`config.mk`:
```
export PLATFORM = sky130hd
export DESIGN_NAME = cs_path_switch
export DESIGN_NICKNAME = d
export VERILOG_FILES = /design/src/rtl/cs_path_switch.sv
export SDC_FILE = /design/constraint.sdc
export NUM_CORES = 1
export LEC_CHECK = 0
export CELL_PAD_IN_SITES_DETAIL_PLACEMENT = 0
export CELL_PAD_IN_SITES_GLOBAL_PLACEMENT = 2
export CORE_MARGIN = 3
export CORE_UTILIZATION = 38
export CTS_BUF_LIST = sky130_fd_sc_hd__clkbuf_8
export DETAILED_ROUTE_END_ITERATION = 10
export GPL_ROUTABILITY_DRIVEN = 1
export PLACE_DENSITY_LB_ADDON = 0.15
export SLEW_MARGIN = 10
export SYNTH_ARGS = -nofsm -noshare
export SYNTH_HDL_FRONTEND = slang
export SYNTH_SLANG_ARGS = --single-unit
```
`constraint.sdc`:
```
create_clock -name clk -period 5.1 [get_ports clk]
set_input_delay 0.51 -clock clk [delete_from_list [all_inputs] [get_ports clk]]
set_output_delay 0.51 -clock clk [all_outputs]
set_load 0.01 [all_outputs]
```
`src/rtl/cs_path_switch.sv`:
```
module cs_path_switch #(
  parameter int COORD_W = 2,
  parameter int DATA_W  = 8,
  parameter int MY_X    = 1,
  parameter int MY_Y    = 1
) (
  input  logic                 clk,
  input  logic                 rst,
  input  logic [4:0]           in_valid,
  output logic [4:0]           in_ready,
  input  logic [9:0]           in_type,
  input  logic [5*DATA_W-1:0]  in_data,
  output logic [4:0]           out_valid,
  input  logic [4:0]           out_ready,
  output logic [9:0]           out_type,
  output logic [5*DATA_W-1:0]  out_data,
  output logic                 err_drop
);
  localparam int NP = 5;
  localparam int PW = 3;
  localparam logic [COORD_W-1:0] MX = COORD_W'(MY_X);
  localparam logic [COORD_W-1:0] MY = COORD_W'(MY_Y);
  localparam logic [1:0] T_PRB = 2'b00, T_ACK = 2'b01, T_DAT = 2'b10, T_REL = 2'b11;

  typedef enum logic [1:0] {S_FREE, S_RESV, S_LOCK, S_DRAIN} ost_t;

  ost_t              st  [NP];
  logic [PW-1:0]     own [NP];
  logic [NP-1:0]     ov;
  logic [1:0]        oty [NP];
  logic [DATA_W-1:0] od  [NP];
  logic              err;

  logic [1:0]        ity [NP];
  logic [DATA_W-1:0] idat [NP];
  logic [PW-1:0]     rt [NP], dst [NP], asrc [NP], gi [NP], fi [NP];
  logic [NP-1:0]     busy, lck, ackr, ackn, fwdr, prbr, ldok, gv, fv;
  logic [NP-1:0]     pgo, fgo, ago, drop, ld, relgo;
  logic [1:0]        lty [NP];
  logic [DATA_W-1:0] ldd [NP];

  function automatic logic [PW-1:0] route(input logic [DATA_W-1:0] d);
    logic [COORD_W-1:0] dx, dy;
    dx = d[COORD_W-1:0];
    dy = d[2*COORD_W-1:COORD_W];
    if (dx > MX)      return 3'd1;
    else if (dx < MX) return 3'd2;
    else if (dy > MY) return 3'd3;
    else if (dy < MY) return 3'd4;
    else              return 3'd0;
  endfunction

  always_comb begin
    for (int i = 0; i < NP; i++) begin
      ity[i]  = in_type[2*i +: 2];
      idat[i] = in_data[DATA_W*i +: DATA_W];
      rt[i]   = route(idat[i]);
      busy[i] = 1'b0;
      lck[i]  = 1'b0;
      dst[i]  = '0;
      for (int o = 0; o < NP; o++) begin
        if (st[o] != S_FREE && own[o] == PW'(i)) busy[i] = 1'b1;
        if (st[o] == S_LOCK && own[o] == PW'(i)) begin
          lck[i] = 1'b1;
          dst[i] = PW'(o);
        end
      end
    end
    for (int o = 0; o < NP; o++) ldok[o] = !ov[o] || out_ready[o];
    for (int i = 0; i < NP; i++) begin
      ackr[i] = in_valid[i] && ity[i] == T_ACK && st[i] == S_RESV;
      fwdr[i] = in_valid[i] && (ity[i] == T_DAT || ity[i] == T_REL) && lck[i];
      prbr[i] = in_valid[i] && ity[i] == T_PRB && !busy[i];
    end
    for (int o = 0; o < NP; o++) begin
      ackn[o] = 1'b0; asrc[o] = '0;
      gv[o] = 1'b0;   gi[o] = '0;
      fv[o] = 1'b0;   fi[o] = '0;
      for (int k = 0; k < NP; k++)
        if (ackr[k] && own[k] == PW'(o)) begin
          ackn[o] = 1'b1;
          asrc[o] = PW'(k);
        end
      for (int i = NP-1; i >= 0; i--)
        if (prbr[i] && rt[i] == PW'(o)) begin
          gv[o] = 1'b1;
          gi[o] = PW'(i);
        end
      if (st[o] != S_FREE || !ldok[o] || ackn[o]) gv[o] = 1'b0;
      for (int i = 0; i < NP; i++)
        if (fwdr[i] && dst[i] == PW'(o)) begin
          fv[o] = 1'b1;
          fi[o] = PW'(i);
        end
      fv[o] = fv[o] && ldok[o] && !ackn[o];
      ld[o]  = 1'b0;
      lty[o] = T_PRB;
      ldd[o] = '0;
      if (ackn[o] && ldok[o]) begin
        ld[o] = 1'b1; lty[o] = T_ACK; ldd[o] = idat[asrc[o]];
      end else if (fv[o]) begin
        ld[o] = 1'b1; lty[o] = ity[fi[o]]; ldd[o] = idat[fi[o]];
      end else if (gv[o]) begin
        ld[o] = 1'b1; lty[o] = T_PRB; ldd[o] = idat[gi[o]];
      end
      relgo[o] = fv[o] && ity[fi[o]] == T_REL;
    end
    for (int i = 0; i < NP; i++) begin
      pgo[i]  = prbr[i] && gv[rt[i]] && gi[rt[i]] == PW'(i);
      fgo[i]  = fwdr[i] && fv[dst[i]];
      ago[i]  = ackr[i] && ldok[own[i]];
      drop[i] = in_valid[i] && !prbr[i] && !ackr[i] && !fwdr[i];
    end
  end

  assign in_ready  = pgo | fgo | ago | drop;
  assign out_valid = ov;
  assign err_drop  = err;

  always_comb
    for (int o = 0; o < NP; o++) begin
      out_type[2*o +: 2]          = oty[o];
      out_data[DATA_W*o +: DATA_W] = od[o];
    end

  always_ff @(posedge clk) begin
    if (rst) begin
      ov  <= '0;
      err <= 1'b0;
      for (int o = 0; o < NP; o++) begin
        st[o]  <= S_FREE;
        own[o] <= '0;
        oty[o] <= T_PRB;
        od[o]  <= '0;
      end
    end else begin
      err <= err | (|drop);
      for (int o = 0; o < NP; o++) begin
        if (ld[o]) begin
          ov[o]  <= 1'b1;
          oty[o] <= lty[o];
          od[o]  <= ldd[o];
        end else if (out_ready[o]) ov[o] <= 1'b0;
        case (st[o])
          S_FREE:  if (gv[o]) begin st[o] <= S_RESV; own[o] <= gi[o]; end
          S_RESV:  if (ago[o]) st[o] <= S_LOCK;
          S_LOCK:  if (relgo[o]) st[o] <= S_DRAIN;
          default: st[o] <= S_FREE;
        endcase
      end
    end
  end

  assert_err_sticky_R8: assert property (@(posedge clk) disable iff (rst)
    $past(err_drop) |-> err_drop);

  for (genvar g = 0; g < NP; g++) begin : g_chk
    assert_hold_R9: assert property (@(posedge clk) disable iff (rst)
      out_valid[g] && !out_ready[g] |=> out_valid[g] && $stable(out_type[2*g +: 2])
                                        && $stable(out_data[DATA_W*g +: DATA_W]));
    assert_lock_R5: assert property (@(posedge clk) disable iff (rst)
      st[g] == S_LOCK && $past(st[g] == S_RESV)
        |-> $past(in_valid[g] && in_type[2*g +: 2] == T_ACK && in_ready[g]));
    assert_free_R7: assert property (@(posedge clk) disable iff (rst)
      st[g] == S_DRAIN |-> out_valid[g] && out_type[2*g +: 2] == T_REL);
  end
endmodule

```
Word-level counts from Yosys, hierarchy flattened
Memory sizes are Yosys's and may differ from the RTL's. Index checks and enable logic that the tools add are counted.

Register bits after elaboration: 6. RAM bits: 75. Bits of input ports: 62. Output and inout bits: 61. Word-level logic and storage cells: 1037. Memories: 4.

Memories: od (words 5, width 8, rd ports 5, clocked after Yosys merged registers in 0, wr ports 5, RTL line 31) `logic [DATA_W-1:0] od [NP];`; own (words 5, width 3, rd ports 5, clocked after Yosys merged registers in 0, wr ports 5, RTL line 28) `logic [PW-1:0] own [NP];`; oty (words 5, width 2, rd ports 5, clocked after Yosys merged registers in 0, wr ports 5, RTL line 30) `logic [1:0] oty [NP];`; st (words 5, width 2, rd ports 5, clocked after Yosys merged registers in 0, wr ports 5, RTL line 27) `ost_t st [NP];`.

Order comparisons: 55. Equality and inequality tests: 94. Multiplexer cells: 512. Bitwise gates (word level): 59. Reductions and logical operators: 307.

Operators with widths (count): $mux W8 (50); $bmux W8 S3 (15); $mux W3 (105); $mux W1 (272); $logic_and A1 B1 Y1 (210); $eq A3 B2 Y1 const B (32); $mux W2 (45); $ge A4 B4 Y1 const B (20); $not A3 Y4 (20); $lt A3 B4 Y1 const B (15); $eq A3 B1 Y1 const B (16); $eq A3 B3 Y1 const B (16); $logic_not A3 Y1 (16); $bmux W1 S3 (15); $bmux W3 S3 (5); $eq A2 B2 Y1 const B (20); $or A1 B1 Y1 (36); $logic_not A1 Y1 (35); $bmux W2 S3 (5); $eq A2 B1 Y1 const B (10); $gt A2 B1 Y1 const B (10); $logic_not A2 Y1 (10); $logic_or A1 B1 Y1 (20); $lt A2 B1 Y1 const B (10); 4 further kinds (19).

Longest topological paths before layout
Gate-level depths: netlist of run 1. An unclocked memory read counts as a cell.

Depth in word-level cells: 26. Gate-level depth with buffers: 13. Depth with buffers taken out: 8.

Least setup slack after synthesis of run 1
No wires, ideal clock.

Path type: in2out. From: input port in_type[6]. To: output port in_ready[3]. Arrival time: 2819 ps. Required time: 4590 ps. Slack: 1771 ps. Stages on the path: 9. Buffers on the path: 1. Path through: or3b_1 -> a2111oi_0 -> nand3_1 -> a211o_1 -> buf_2 -> nor4b_1 -> a31oi_1 -> o311ai_1 -> a211o_1.

Word-level cells in the longest chain between the ends: 16. Elaborated cells on any way between the ends: 132. Those cells by class: eq/ne (4); mux (72); bitwise (3); reduce/logical (53).

RTL lines: start: declaration (RTL line 11) `input logic [9:0] in_type,`; $logic_not A2 Y1 (RTL line 73) `prbr[i] = in_valid[i] && ity[i] == T_PRB && !busy[i];`; $logic_and A1 B1 Y1 (2 in a row) (RTL line 73); $logic_and A1 B1 Y1 (RTL line 85) `if (prbr[i] && rt[i] == PW'(o)) begin`; $mux W3 / $mux W1 (equally long branches) (4 in a row) (RTL line 85); $bmux W3 S3 / $mux W1 (equally long branches) (RTL line 109, 89); $mux W3 (not written as such) / $bmux W1 S3 (equally long branches) (RTL line 109) `pgo[i] = prbr[i] && gv[rt[i]] && gi[rt[i]] == PW'(i);`; $mux W3 (not written as such) / $mux W1 (equally long branches) (RTL line 109); $eq A3 B2 Y1 / $logic_and A1 B1 Y1 (equally long branches) (RTL line 109); $logic_and A1 B1 Y1 (RTL line 109); $or A5 B5 Y5 (2 in a row) (RTL line 116) `assign in_ready = pgo | fgo | ago | drop;`; $or A5 B5 Y5 (*) (RTL line 116); end: declaration (RTL line 10) `output logic [4:0] in_ready,`.

Mark *: on every way between the ends. The rest lies on a longest branch, timed or not. The select of a mux whose other input is x is not followed.

==> impl_metrics.env, run 1 <==
export IMPL_synth_compound_area_share=0.311
export IMPL_timing_hold_worst_path_depth=2
export IMPL_grtUsageTotal=0.423
export IMPL_total_via_count_in_the_routed_design=15200
export IMPL_final_layout_size_suffix_gt1_frac=0.178
export IMPL_cap_viol_max_count=0
export IMPL_min_path_type="reg -> reg"
export IMPL_final_area_mm2=0.0145
export IMPL_global_route_wire_length_before_repair_mm=102
export IMPL_drcViolationCount=0
export IMPL_ys_warnings_count=0
export IMPL_timing_final_crit_share=0.985
export IMPL_max_slew_worst_pin_slew_ps=1240
export IMPL_n_antenna_cell=0
export IMPL_cp_cell_instances="or2_0, a2bb2oi_2, nand4_1, a31oi_1, nor2_2, a32oi_1, o311ai_1, a211o_1, clkdlybuf4s50_1"
export IMPL_drtAntennaViolNets=0
export IMPL_synth_top_family_by_area="compound AO/OA/AOI/OAI gates"
export IMPL_comb_power_share=0.439
export IMPL_grt_antenna_before_repair=0
export IMPL_clk_insertion_delay_late_ps=450
export IMPL_cp_num_buf_inv=1
export IMPL_sequentialPowerShare=0.321
export IMPL_core_region_area_mm2=0.0307
export IMPL_netlist_instances=1542
export IMPL_multiplexer_area_fraction_after_synthesis=0.145
export IMPL_dpl_cell_area_mm2=0.0142
export IMPL_power_share_switching=0.424
export IMPL_yosys_area_share_xor_xnor=0
export IMPL_clock_power_share=0.240
export IMPL_multi_input_comb_area_mm2=0.00889
export IMPL_netSwitchingPower_mw=1.13
export IMPL_timing_worst_setup_path_type="reg -> out"
export IMPL_final_cell_count_no_fill=2105
export IMPL_p_total_mw=2.67
export IMPL_worst_endpoint_required_ps=4590
export IMPL_reg2reg_depth=9
export IMPL_crit_path_start_kind="flip-flop"
export IMPL_setup_tns_final_ps=0
export IMPL_netlist_area_before_placement_mm2=0.0119
export IMPL_grt_remaining_overflow=0
export IMPL_cpLargestDelayFamily="compound AO/OA/AOI/OAI gates"
export IMPL_clock_sinks=81
export IMPL_total_i_o_pin_count=123
export IMPL_vias_cell=7.23
export IMPL_clockRootBuffer="sky130_fd_sc_hd__clkbuf_8"
export IMPL_synth_net_count=1604
export IMPL_vdd_ir_drop_worst_mv=0.137
export IMPL_die_h_um=183
export IMPL_place_inst=2085
export IMPL_clkTransAtPathRegs_ps=110
export IMPL_timing_max_slew_rel_slack=0.171
export IMPL_final_number_of_setup_violating_endpoints=0
export IMPL_ys_dominant_reg_cell="sky130_fd_sc_hd__edfxtp_1"
export IMPL_rsz0062_at_grt="false"
export IMPL_dp_hpwl_mm=57.0
export IMPL_layout_cells_most_common="sky130_fd_sc_hd__nand2_1"
export IMPL_cp_max_fo=9
export IMPL_tritoncts_clock_tree="built"
export IMPL_final_net_count=1766
export IMPL_fin_hold_ws_ps=479
export IMPL_cp_slowest_cell="sky130_fd_sc_hd__or2_0"
export IMPL_critPathCaptureType="primary output"
export IMPL_worstSetupPathDepth=9
export IMPL_status="complete, no violations"
export IMPL_synth_seq_cells=81
export IMPL_p_int_mw=1.54
export IMPL_synth_edff_count=75
export IMPL_yosysSeqAreaShare=0.199
export IMPL_fmax_achieved_mhz=199
export IMPL_top_library_cells_by_usage_in_the_layout_fill_and_taps_aside="sky130_fd_sc_hd__nand2_1, sky130_fd_sc_hd__buf_4, sky130_fd_sc_hd__clkdlybuf4s50_1"
export IMPL_worst_endpoint_arrival_ps=4510
export IMPL_fp_dieArea_mm2=0.0335
export IMPL_hold_violations=0
export IMPL_fin_worst_skew_ps=28.9
export IMPL_detailedRoute_firstIterationViolations=2528
export IMPL_grt_pass1_vias=14200
export IMPL_cts_buffers=9
export IMPL_gp_routability_congestion=1.07
export IMPL_largest_net_degree_at_the_start_of_global_routing=32
export IMPL_route_final_wire_length_mm=73.3
export IMPL_htree_levels=3
export IMPL_cpPeakStageDelay_ps=570
export IMPL_yosys_area_share_simple=0.288
export IMPL_hold_buffers=0
export IMPL_ff_latch_area_mm2=0.00237
export IMPL_period_needed_ps=5020
export IMPL_timing_max_transition_violations_final=0
export IMPL_die_x_um=183
export IMPL_area_growth_synth_to_final_pct=22.1
export IMPL_rows=64
export IMPL_post_drt_wl_per_cell_um=34.8
export IMPL_n_fill_cell=3197
export IMPL_yosysUniqueCellTypes=109
export IMPL_leakage_nw=5.19
export IMPL_syn_area_cell_um2=7.72
export IMPL_async_reset_ff_frac=0
export IMPL_synth_adder_area_share=0
export IMPL_cts_path_max_buffers=2
export IMPL_floorplan_initialDensity=0.387
export IMPL_portBuffers=122
export IMPL_pwr_density_cell_mw_per_mm2=184
export IMPL_drt_pass1_iterations=7
repair_timing:
item                                    in CTS  in global routing
setup buffers                                0                  4
endpoints found under the setup margin       1                  2
resized for setup                            1                  5
logic make-up (layout without fill, tap and decap cells):
| kind of cell | after synthesis | in the layout |
|---|---|---|
| simple gates | 631 | 631 |
| compound gates | 516 | 516 |
| buf+inv | 158 | 325 |
| mux | 156 | 156 |
| flops | 81 | 81 |
worst min-delay path: cells and delay by family (launching register included):
kind,cells,cell delay (ps)
buffers and inverters,1,50
AO/OA/AOI/OAI,1,60
flip-flops,1,330
layer usage:
metal / routed length, um / global-route usage / up-vias
met5: 0 / 0 / -
met4: 4250 / 0.204 / 0
met3: 9810 / 0.129 / 245
met2: 30400 / 0.625 / 1285
met1: 28800 / 0.563 / 7334
li1: - / - / 6357
cell type report:
type	instances	share of cell area
inverters	27	0.00697
repair buffers	282	0.167
multi-input cells	1303	0.612
flip-flops and latches	81	0.163
well taps	396	0.0341
clock buffers	9	0.00852
clock inverters	7	0.00818
stage by stage:
stage	utilization	setup WS (ps)
3_5_place_dp	0.463	225
5_1_grt	0.473	7.65
4_1_cts	0.471	110
3_3_place_gp	0.463	191
6_report	0.473	77.0
2_1_floorplan	-	1770
synth_stat cells, types with 13 or more instances:
cell	count	area (um^2)
sky130_fd_sc_hd__nor2b_1	14	87.6
sky130_fd_sc_hd__edfxtp_1	75	2250
sky130_fd_sc_hd__buf_2	24	120
sky130_fd_sc_hd__a31oi_1	33	206
sky130_fd_sc_hd__nand2b_1	18	113
sky130_fd_sc_hd__clkbuf_1	87	327
sky130_fd_sc_hd__nor3b_1	18	135
sky130_fd_sc_hd__mux2_2	29	327
sky130_fd_sc_hd__nor4_1	13	81.3
sky130_fd_sc_hd__nand3_1	63	315
sky130_fd_sc_hd__nand2_1	172	646
sky130_fd_sc_hd__o22ai_1	18	113
sky130_fd_sc_hd__nor2_1	107	402
sky130_fd_sc_hd__nand4_1	22	138
sky130_fd_sc_hd__a211oi_1	38	285
sky130_fd_sc_hd__nor3_1	47	235
sky130_fd_sc_hd__inv_1	27	101
sky130_fd_sc_hd__o21ai_0	76	380
sky130_fd_sc_hd__and2_1	16	100
sky130_fd_sc_hd__and3_1	25	156
sky130_fd_sc_hd__mux2i_1	117	1170
sky130_fd_sc_hd__o211ai_1	58	435
sky130_fd_sc_hd__a21oi_1	96	480
sky130_fd_sc_hd__a21o_1	20	150
sky130_fd_sc_hd__a22oi_1	14	105
sky130_fd_sc_hd__nor2_2	13	81.3
flip-flops by register name, indices dropped and copies added, names as in the netlist:
signal / cells
st: 10
oty: 10
err_drop: 1
out_valid: 5
own: 15
od: 40
power by group through the flow:
stage,logic (mW),registers [mW],clock network (mW)
6_report,1.17,0.858,0.642
3_5_place_dp,1.11,0.869,0
3_3_place_gp,1.11,0.870,0
5_1_grt,1.20,0.864,0.668
2_1_floorplan,0.573,0.858,0
4_1_cts,1.11,0.855,0.642
path summary, 6_finish.rpt:
kind / from / endpoint / slack, ps
setup / recovery: st[4][0] / in_ready[3] / 80
hold / removal: err_drop / err_drop / 480
setup reg to reg: own[0][10] / own[0][5] / 750
hold reg to reg: err_drop / err_drop / 480
(Power assumes the default switching activity.)
==> run 2, diff against run 1 <==
--- a/config.mk
+++ b/config.mk
@@ -13,6 +13,7 @@
 export DETAILED_ROUTE_END_ITERATION = 10
 export GPL_ROUTABILITY_DRIVEN = 1
 export PLACE_DENSITY_LB_ADDON = 0.15
+export SETUP_SLACK_MARGIN = 0.02
 export SLEW_MARGIN = 10
 export SYNTH_ARGS = -nofsm -noshare
 export SYNTH_HDL_FRONTEND = slang
==> run 2 against run 1 <==
Net effect:
- first-iteration DRC count decreased by 7.2%
- wire length about the same
- count of clock-buffer cells in the layout unchanged
- register-to-register slack got worse by 30 ps
- global-route usage unchanged
- highest routed layer unchanged
==> impl_metrics.env, run 2 (synthesized netlist as in run 1, its figures left out) <==
export IMPL_area_growth_synth_to_final_pct=22.3
export IMPL_hold_violations=0
export IMPL_die_h_um=183
export IMPL_grt_antenna_before_repair=0
export IMPL_flip_flop_count_of_the_largest_register_all_copies_and_words_added=40
export IMPL_min_path_type="reg -> reg"
export IMPL_tritoncts_clock_tree="built"
export IMPL_ff_latch_area_mm2=0.00237
export IMPL_timing_max_slew_rel_slack=0.174
export IMPL_place_ws_ps=225
export IMPL_dp_hpwl_mm=57.0
export IMPL_grt_remaining_overflow=0
export IMPL_clkTransAtPathRegs_ps=120
export IMPL_total_i_o_pin_count=123
export IMPL_final_layout_size_suffix_gt1_frac=0.180
export IMPL_portBuffers=122
export IMPL_worst_path_most_repeated_cell="sky130_fd_sc_hd__or3_1"
export IMPL_cpLargestDelayFamily="simple AND/OR/NAND/NOR gates"
export IMPL_vdd_ir_drop_worst_mv=0.137
export IMPL_n_fill_cell=3198
export IMPL_multi_input_comb_area_mm2=0.00890
export IMPL_cp_num_buf_inv=1
export IMPL_rows=64
export IMPL_largest_net_degree_at_the_start_of_global_routing=32
export IMPL_final_number_of_setup_violating_endpoints=0
export IMPL_detailedRoute_firstIterationViolations=2345
export IMPL_n_antenna_cell=0
export IMPL_worst_endpoint_arrival_ps=4480
export IMPL_cp_max_fo=12
export IMPL_post_drt_wl_per_cell_um=34.7
export IMPL_setup_tns_final_ps=0
export IMPL_timing_worst_setup_path_type="reg -> out"
export IMPL_clock_sinks=81
export IMPL_reg2reg_depth=9
export IMPL_critical_path_reg2reg_endpoint="od[0][15]"
export IMPL_post_route_worst_setup_slack_ps=114
export IMPL_worstSetupPathDepth=9
export IMPL_p_total_mw=2.67
export IMPL_fmax_achieved_mhz=201
export IMPL_top_library_cells_by_usage_in_the_layout_fill_and_taps_aside="sky130_fd_sc_hd__nand2_1, sky130_fd_sc_hd__buf_4, sky130_fd_sc_hd__clkdlybuf4s50_1"
export IMPL_core_region_area_mm2=0.0307
export IMPL_floorplan_initialDensity=0.387
export IMPL_grtUsageTotal=0.423
export IMPL_cp_cell_instances="or3b_2, nor2_1, or3_1, nand4_1, and2_1, o32ai_1, a211oi_1, or3_1, clkdlybuf4s50_1"
export IMPL_grt_pass1_vias=14200
export IMPL_max_flop_register="od"
export IMPL_clk_insertion_delay_late_ps=450
export IMPL_fp_dieArea_mm2=0.0335
export IMPL_htree_levels=3
export IMPL_fin_hold_ws_ps=479
export IMPL_layout_cells_most_common="sky130_fd_sc_hd__nand2_1"
export IMPL_critPathCaptureType="primary output"
export IMPL_reg_top3="od x40, own x15"
export IMPL_timing_critical_path_from="own[0][10]"
export IMPL_total_via_count_in_the_routed_design=15200
export IMPL_route_final_wire_length_mm=73.2
export IMPL_crit_reg2reg_launch="own[0][10]"
export IMPL_timing_max_transition_violations_final=0
export IMPL_pwr_density_cell_mw_per_mm2=183
export IMPL_max_slew_worst_pin_slew_ps=1230
export IMPL_gp_routability_congestion=1.07
export IMPL_die_x_um=183
export IMPL_leakage_nw=5.20
export IMPL_drt_pass1_iterations=6
export IMPL_cts_path_max_buffers=2
export IMPL_cp_slowest_cell="sky130_fd_sc_hd__edfxtp_1"
export IMPL_timing_final_crit_share=0.978
export IMPL_vias_cell=7.22
export IMPL_final_net_count=1769
export IMPL_global_route_wire_length_before_repair_mm=102
export IMPL_worst_endpoint_required_ps=4590
export IMPL_status="complete, no violations"
export IMPL_clockRootBuffer="sky130_fd_sc_hd__clkbuf_8"
export IMPL_rrSetupSlack_ps=720
export IMPL_crit_path_start_kind="flip-flop"
export IMPL_period_needed_ps=4990
export IMPL_drcViolationCount=0
export IMPL_cap_viol_max_count=0
export IMPL_rsz0062_at_grt="false"
export IMPL_cts_buffers=9
export IMPL_drtAntennaViolNets=0
export IMPL_final_core_utilization=0.474
export IMPL_fin_worst_skew_ps=29.6
export IMPL_cpPeakStageDelay_ps=670
export IMPL_crit_path_end="in_ready[1]"
==> run 2: changes by cell type in the layout (fill, tap and decap cells not counted) <==
| cell | before | now |
|---|---|---|
| sky130_fd_sc_hd__a31oi_1 | 33 | 32 |
| sky130_fd_sc_hd__a31oi_2 | 0 | 1 |
| sky130_fd_sc_hd__buf_4 | 159 | 162 |
==> run 2: stage by stage <==
stage	cells	instance area, um^2
after floorplan	1542	11900
after global placement	2085	14200
after detailed placement	2085	14200
after CTS	2101	14500
after global routing	2108	14600
final	2108	14600
==> run 2: layout make-up <==
type                            count  area share
Sequential cell                    81       0.163
Timing Repair Buffer              285       0.169
Tap cell                          396      0.0340
Multi-Input combinational cell   1303       0.611
Inverter                           27     0.00696
Clock inverter                      7     0.00816
Clock buffer                        9     0.00850
==> run 2: how the worst min path moves through the flow <==
stage	start	slack, ps	endpoint	depth (start not counted)
floorplan	err_drop	480	err_drop	2
global placement	err_drop	460	err_drop	2
detailed placement	err_drop	470	err_drop	2
CTS	err_drop	480	err_drop	2
global route	err_drop	510	err_drop	2
finish	err_drop	480	err_drop	2
==> run 2: worst register-to-register path: stages, from the launching register on <==
cell and delay (ps):
sky130_fd_sc_hd__edfxtp_1 670, sky130_fd_sc_hd__or3b_2 580, sky130_fd_sc_hd__nor2_1 380, sky130_fd_sc_hd__or3_1 460, sky130_fd_sc_hd__nand4_1 260, sky130_fd_sc_hd__and2_1 370
sky130_fd_sc_hd__nor3_2 620, sky130_fd_sc_hd__a41o_2 380, sky130_fd_sc_hd__buf_12 220, sky130_fd_sc_hd__a31oi_1 150
==> run 2: what timing repair did <==
action | in CTS | in global routing
buffers inserted | 0 | 7
gates resized for setup | 1 | 6
hold buffers | 0 | 0
cloned | 0 | 0
endpoints found under the setup margin | 1 | 2
==> run 2: routing by layer <==
layer | track usage | vias to the layer above | wire length (um)
met5 | 0 | - | 0
met4 | 0.204 | 0 | 4290
met3 | 0.129 | 252 | 9410
met2 | 0.625 | 1273 | 30400
met1 | 0.563 | 7338 | 29100
li1 | - | 6360 | -
==> run 2: report_power, final <==
group	internal [mW]	switching, mW
sequential	0.795	0.0621
combinational	0.421	0.755
clock	0.325	0.315
total	1.54	1.13
